## src/rtl/pipp_pkg.sv

```systemverilog
package pipp_pkg;

   typedef enum logic [1:0] {
      OP_IDLE = 2'd0,
      OP_HIT  = 2'd1,
      OP_MISS = 2'd2
   } stack_op_e;

   function automatic stack_op_e classify(input logic valid, input logic hit);
      if (!valid)  return OP_IDLE;
      else if (hit) return OP_HIT;
      else          return OP_MISS;
   endfunction

endpackage

```

## src/rtl/pipp_quota_sel.sv

```systemverilog
module pipp_quota_sel #(
   parameter int WAYS   = 8,
   parameter int NCORES = 2,
   parameter int QW     = 4,
   localparam int WW    = $clog2(WAYS),
   localparam int CW    = (NCORES > 1) ? $clog2(NCORES) : 1
) (
   input  logic [CW-1:0]        core,
   input  logic [NCORES*QW-1:0] quota_vec,
   output logic [WW-1:0]        ins_slot
);

   logic [QW-1:0] quota_raw;
   int            quota_eff;

   // pick the quota field of the requesting core
   always_comb begin
      quota_raw = '0;
      for (int c = 0; c < NCORES; c++) begin
         if (core == CW'(c)) quota_raw = quota_vec[c*QW +: QW];
      end
   end

   // clamp the quota into 1..WAYS and turn it into a slot number
   always_comb begin
      if (quota_raw == '0)
         quota_eff = 1;
      else if (int'(quota_raw) >= WAYS)
         quota_eff = WAYS;
      else
         quota_eff = int'(quota_raw);
      ins_slot = WW'(WAYS - quota_eff);
   end

endmodule

```

## src/rtl/pipp_way_locate.sv

```systemverilog
module pipp_way_locate #(
   parameter int WAYS = 8,
   localparam int WW  = $clog2(WAYS)
) (
   input  logic [WAYS*WW-1:0] rank_flat,
   input  logic [WW-1:0]      way,
   output logic [WAYS-1:0]    match_oh,
   output logic [WW-1:0]      slot
);

   localparam bool_pow2 = ((1 << WW) == WAYS);

   genvar i;
   generate
      for (i = 0; i < WAYS; i++) begin : g_cmp
         assign match_oh[i] = (rank_flat[i*WW +: WW] == way);
      end

      if (bool_pow2) begin : g_or_enc
         // one-hot to binary: OR of slot numbers whose bit is set
         always_comb begin
            slot = '0;
            for (int s = 0; s < WAYS; s++) begin
               if (match_oh[s]) slot = slot | WW'(s);
            end
         end
      end else begin : g_prio_enc
         always_comb begin
            slot = '0;
            for (int s = WAYS - 1; s >= 0; s--) begin
               if (match_oh[s]) slot = WW'(s);
            end
         end
      end
   endgenerate

endmodule

```

## src/rtl/pipp_stack_next.sv

```systemverilog
module pipp_stack_next
   import pipp_pkg::*;
#(
   parameter int WAYS = 8,
   localparam int WW  = $clog2(WAYS)
) (
   input  logic [WAYS*WW-1:0] cur_flat,
   input  stack_op_e          op,
   input  logic [WW-1:0]      ins_slot,
   input  logic [WW-1:0]      hit_slot,
   output logic [WAYS*WW-1:0] nxt_flat
);

   logic [WW-1:0] cur   [WAYS];
   logic [WW-1:0] nxt   [WAYS];
   logic [WW-1:0] lru_way;

   genvar i;
   generate
      for (i = 0; i < WAYS; i++) begin : g_unpack
         assign cur[i]                = cur_flat[i*WW +: WW];
         assign nxt_flat[i*WW +: WW]  = nxt[i];
      end
   endgenerate

   assign lru_way = cur[WAYS-1];

   generate
      for (i = 0; i < WAYS; i++) begin : g_slot
         localparam logic [WW-1:0] ME = WW'(i);
         logic [WW-1:0] miss_val;
         logic [WW-1:0] hit_val;

         // miss path: above the insert slot keep, at it place the victim,
         // below it take the neighbour from one slot up
         if (i == 0) begin : g_miss_top
            assign miss_val = (ins_slot == ME) ? lru_way : cur[i];
         end else begin : g_miss_rest
            assign miss_val = (ME < ins_slot)  ? cur[i]   :
                              (ME == ins_slot) ? lru_way  : cur[i-1];
         end

         // hit path: exchange with the slot directly above
         if (i == 0 && WAYS > 1) begin : g_hit_top
            assign hit_val = (hit_slot == WW'(1)) ? cur[1] : cur[0];
         end else if (i == WAYS - 1) begin : g_hit_bot
            assign hit_val = (hit_slot == ME) ? cur[i-1] : cur[i];
         end else begin : g_hit_mid
            assign hit_val = (hit_slot == WW'(i + 1)) ? cur[i+1] :
                             (hit_slot == ME)         ? cur[i-1] : cur[i];
         end

         always_comb begin
            unique case (op)
               OP_MISS: nxt[i] = miss_val;
               OP_HIT:  nxt[i] = hit_val;
               default: nxt[i] = cur[i];
            endcase
         end
      end
   endgenerate

endmodule

```

## src/rtl/pipp_set_ctrl.sv

```systemverilog
module pipp_set_ctrl
   import pipp_pkg::*;
#(
   parameter int WAYS   = 8,
   parameter int NCORES = 2,
   parameter int QW     = 4,
   localparam int WW    = $clog2(WAYS),
   localparam int CW    = (NCORES > 1) ? $clog2(NCORES) : 1
) (
   input  logic                 clk,
   input  logic                 rst_n,
   input  logic                 req_valid,
   input  logic [CW-1:0]        req_core,
   input  logic                 req_hit,
   input  logic [WW-1:0]        hit_way,
   input  logic [NCORES*QW-1:0] quota_vec,
   output logic [WW-1:0]        victim_way,
   output logic [WAYS*WW-1:0]   rank_vec
);

   initial begin
      assert (WAYS >= 2) else $error("pipp_set_ctrl: WAYS must be at least 2");
      assert (NCORES >= 1) else $error("pipp_set_ctrl: NCORES must be at least 1");
      assert (QW >= 1 && QW <= 16) else $error("pipp_set_ctrl: QW out of range");
   end

   logic [WAYS*WW-1:0] rank_q;
   logic [WAYS*WW-1:0] rank_d;
   logic [WAYS*WW-1:0] rank_init;
   logic [WW-1:0]      ins_slot;
   logic [WW-1:0]      hit_slot;
   logic [WAYS-1:0]    hit_oh;
   stack_op_e          op;

   genvar i;
   generate
      for (i = 0; i < WAYS; i++) begin : g_init
         assign rank_init[i*WW +: WW] = WW'(i);
      end
   endgenerate

   assign op = classify(req_valid, req_hit);

   pipp_quota_sel #(.WAYS(WAYS), .NCORES(NCORES), .QW(QW)) u_qsel (
      .core      (req_core),
      .quota_vec (quota_vec),
      .ins_slot  (ins_slot)
   );

   pipp_way_locate #(.WAYS(WAYS)) u_loc (
      .rank_flat (rank_q),
      .way       (hit_way),
      .match_oh  (hit_oh),
      .slot      (hit_slot)
   );

   pipp_stack_next #(.WAYS(WAYS)) u_next (
      .cur_flat (rank_q),
      .op       (op),
      .ins_slot (ins_slot),
      .hit_slot (hit_slot),
      .nxt_flat (rank_d)
   );

   always_ff @(posedge clk) begin
      if (!rst_n) rank_q <= rank_init;
      else        rank_q <= rank_d;
   end

   assign rank_vec   = rank_q;
   assign victim_way = rank_q[(WAYS-1)*WW +: WW];

endmodule

```

## config.mk

```make
export PLATFORM = sky130hd
export DESIGN_NAME = pipp_set_ctrl
export DESIGN_NICKNAME = d
export VERILOG_FILES = /design/src/rtl/pipp_pkg.sv /design/src/rtl/pipp_quota_sel.sv /design/src/rtl/pipp_way_locate.sv /design/src/rtl/pipp_stack_next.sv /design/src/rtl/pipp_set_ctrl.sv
export SDC_FILE = /design/constraint.sdc
export NUM_CORES = 1
export LEC_CHECK = 0
export ABC_AREA = 1
export ABC_CLOCK_PERIOD_IN_PS = 2100
export BUFFER_PORTS_ARGS = -buffer_cell sky130_fd_sc_hd__buf_4
export CAP_MARGIN = 20
export CORE_UTILIZATION = 50
export DETAILED_ROUTE_END_ITERATION = 7
export PLACE_DENSITY = 0.68
export SYNTH_ARGS = -nofsm -noshare
export SYNTH_HDL_FRONTEND = slang
export SYNTH_HIERARCHICAL = 1
export SYNTH_SLANG_ARGS = --single-unit
export TNS_END_PERCENT = 1
```

## constraint.sdc

```tcl
create_clock -name clk -period 2.1 [get_ports clk]
set_input_delay 0.42 -clock clk [delete_from_list [all_inputs] [get_ports clk]]
set_output_delay 0.42 -clock clk [all_outputs]
set_load 0.005 [all_outputs]
```

==> flow_metrics.py <==
metrics = {
    "worst_setup_path": {
        "crit_buf_inv": 6,
        "cpLargestDelayFamily": "simple AND/OR/NAND/NOR gates",
        "endpoint_kind": "register",
        "worst-setup-path-type": "input pin to register",
        "slowest_stage": "ha_2",
        "worst-r2r-setup-slack_ps": 140,
        "worstPathMaxFanout": 7,
        "cp.required_ps": 2260,
        "crit_path_frequent_cell": "nand2_1",
        "cp-start-kind": "input pin",
        "r2r-start": "rank_vec[19]",
        "cp_data_arrival_time_ps": 2170,
        "critPathMaxStageDelay_ps": 190,
        "crit_start": "req_core",
        "path_cells": "buf_4, inv_2, nand2_1, nand2_2, nor2_4, o21bai_1, ha_2, inv_1, nand2_1, nand2_2, inv_4, buf_4, nand3_1, o21ai_0, nand2_1, nand2_1, nand2_1, nand2_1, nand2_1, inv_1, nand2_1",
    },
    "synthesis": {
        "syn_avg_cell_area_um2": 5.20,
        "netlist_area_mm2": 0.00279,
        "syn_inst": 537,
        "synthesis.nets": 556,
        "yosys_warnings": 6,
    },
    "sta": {
        "worst_slack_ps": 83.1,
        "finClkSkew_ps": 7.15,
        "grt_setup_unrepaired": "true",
        "worstMarginPinSlew_ps": 284,
        "fmax_mhz": 496,
        "final_hold_viol_count": 0,
        "finalSetupViolCount": 0,
        "drv_slew": 0,
        "period_minus_slack_ps": 2020,
        "finalCritPeriodShare_pct": 96.0,
        "max-slew-margin-rel_pct": 81.1,
    },
    "die": {
        "ioPinCount": 43,
        "start_util_pct": 53.3,
        "core_area_mm2": 0.00524,
        "num_rows": 26,
        "dieHeight_um": 76.7,
        "die_width_um": 76.7,
        "die-area_mm2": 0.00589,
    },
    "clock_network": {
        "post_cts_buffers": 0,
        "cts_tree": "built",
        "cts_buffer_depth": 2,
        "clock-root-buffer": "clkbuf_8",
        "numCtsBuffers": 3,
        "cts_sinks": 24,
        "cts_htree_levels": 1,
        "path_clk_slew_ps": 90,
        "clk_latency_ps": 270,
    },
    "power_and_ir_drop": {
        "leakage_nw": 2.17,
        "clockPowerShare_pct": 15.6,
        "ir_drop_mv": 0.362,
        "power.density_mw_per_mm2": 565,
        "p_sw_share_pct": 43.0,
        "p_int_mw": 1.16,
        "combPwrFrac_pct": 58.6,
        "seqPwrFrac_pct": 25.8,
        "power.net_switching_mw": 0.879,
    },
    "placed_design": {
        "gp_congestion": 0.947,
        "post-dp-hpwl_um": 7070,
        "port_buffers": 42,
        "place_inst": 689,
        "pre_cts_slack_ps": -168,
    },
    "route": {
        "first_pass_iters": 5,
        "vias": 3560,
        "ant_nets": 0,
        "post_drt_wl_per_cell_um": 13.1,
        "drt_iter0_markers": 282,
        "remaining_drc_errors": 0,
        "routed_wl_um": 9090,
        "vias_per_cell": 5.14,
    },
    "final_layout": {
        "fillers": 526,
        "seq_area_um2": 482,
        "nets": 643,
        "largest_register_ffs": 24,
        "drive_above_1_share_pct": 22.3,
        "multi_input_area_mm2": 0.00185,
        "instances_no_fill": 693,
        "diodes": 0,
        "syn2layout_area_growth_pct": 29.3,
    },
    "global_routing": {
        "grt_antenna_before_repair": 0,
        "grt_use_total_pct": 31.5,
        "grt_start_max_net_pins": 25,
        "grt_remaining_overflow": 0,
        "grt_pass1_wl_um": 15000,
        "grt_pass1_vias": 3229,
    },
    "status": {
        "status": "finished clean",
    },
    "hold_path": {
        "hp-class": "input pin to register",
        "min-delay-start": "rst_n",
    },
    "run": {
        "drv_cap": 0,
    },
}
## worst reg2reg max path: stages (launching register included)
cell and delay [ps]:
dfxtp_1 340, xnor2_2 180, nand3_2 130, nand2_1 90, inv_1 40, nand2_1 150
buf_4 180, nand2_1 70, nor2_1 240, nand2_1 80, nand3_1 90, nand2_1 50
nand2_1 60, nand2_1 60, nand2_1 60, inv_1 30
## routing by layer
layer  share of wire [%]  vias up  track usage, %
met4                 2.6        0            9.04
met1                  44     1590            39.1
met5                   0        -               0
met2                  47      131            56.4
met3                 5.7       19            3.69
li1                    -     1820               -
## path summary, 6_finish.rpt
check,endpoint,cells after the start
min,rank_vec[10],2
min reg2reg,rank_vec[21],4
max,rank_vec[7],21
max reg2reg,rank_vec[12],15
## area by class of cell
type	instances	share of cell area [%]
multi-input combinational	402	51.1
clock buffer	4	1.52
timing repair buffer	101	21.7
sequential	24	13.3
tap	70	2.42
inverter	92	9.94
## metrics by stage
step           power (mW)  hold WS [ps]  util (%)  TNS [ps]  cell area, µm²
2_1_floorplan        1.22           513         -         0            2790
4_1_cts              2.01           461      68.3         0            3580
3_5_place_dp         1.68           554      67.2     -3020            3520
6_report             2.04           469      69.0         0            3610
5_1_grt              2.20           469      69.0      -344            3610
3_3_place_gp         1.67           553      67.2     -1930            3520
## power groups by stage
stage / Clock, mW / Sequential [mW] / Combinational (mW)
after floorplan: 0 / 0.558 / 0.659
after global placement: 0 / 0.538 / 1.13
final: 0.318 / 0.527 / 1.20
after detailed placement: 0 / 0.538 / 1.14
after global routing: 0.344 / 0.533 / 1.33
after CTS: 0.333 / 0.528 / 1.15
## cell usage in the layout (no fill, tap or decap), types with 2 or more instances in the layout
cell / n
xnor2_1: 5
xnor2_2: 2
o21ai_0: 6
nor2_2: 4
buf_12: 2
clkbuf_8: 4
ha_1: 2
buf_4: 99
nand2_2: 9
o211ai_1: 2
inv_1: 80
inv_4: 3
a21oi_1: 25
nand3_2: 4
dfxtp_1: 23
nor2_1: 22
clkinv_1: 2
nand4_1: 16
nand2_1: 239
nand3_1: 52
inv_2: 5
nor3_1: 7
## repair_timing
item                                    4_1_cts  5_1_grt
resized for setup                             0       14
hold buffers                                  0        0
endpoints found under the setup margin        0       22
Power figures use the tool's default switching activity.
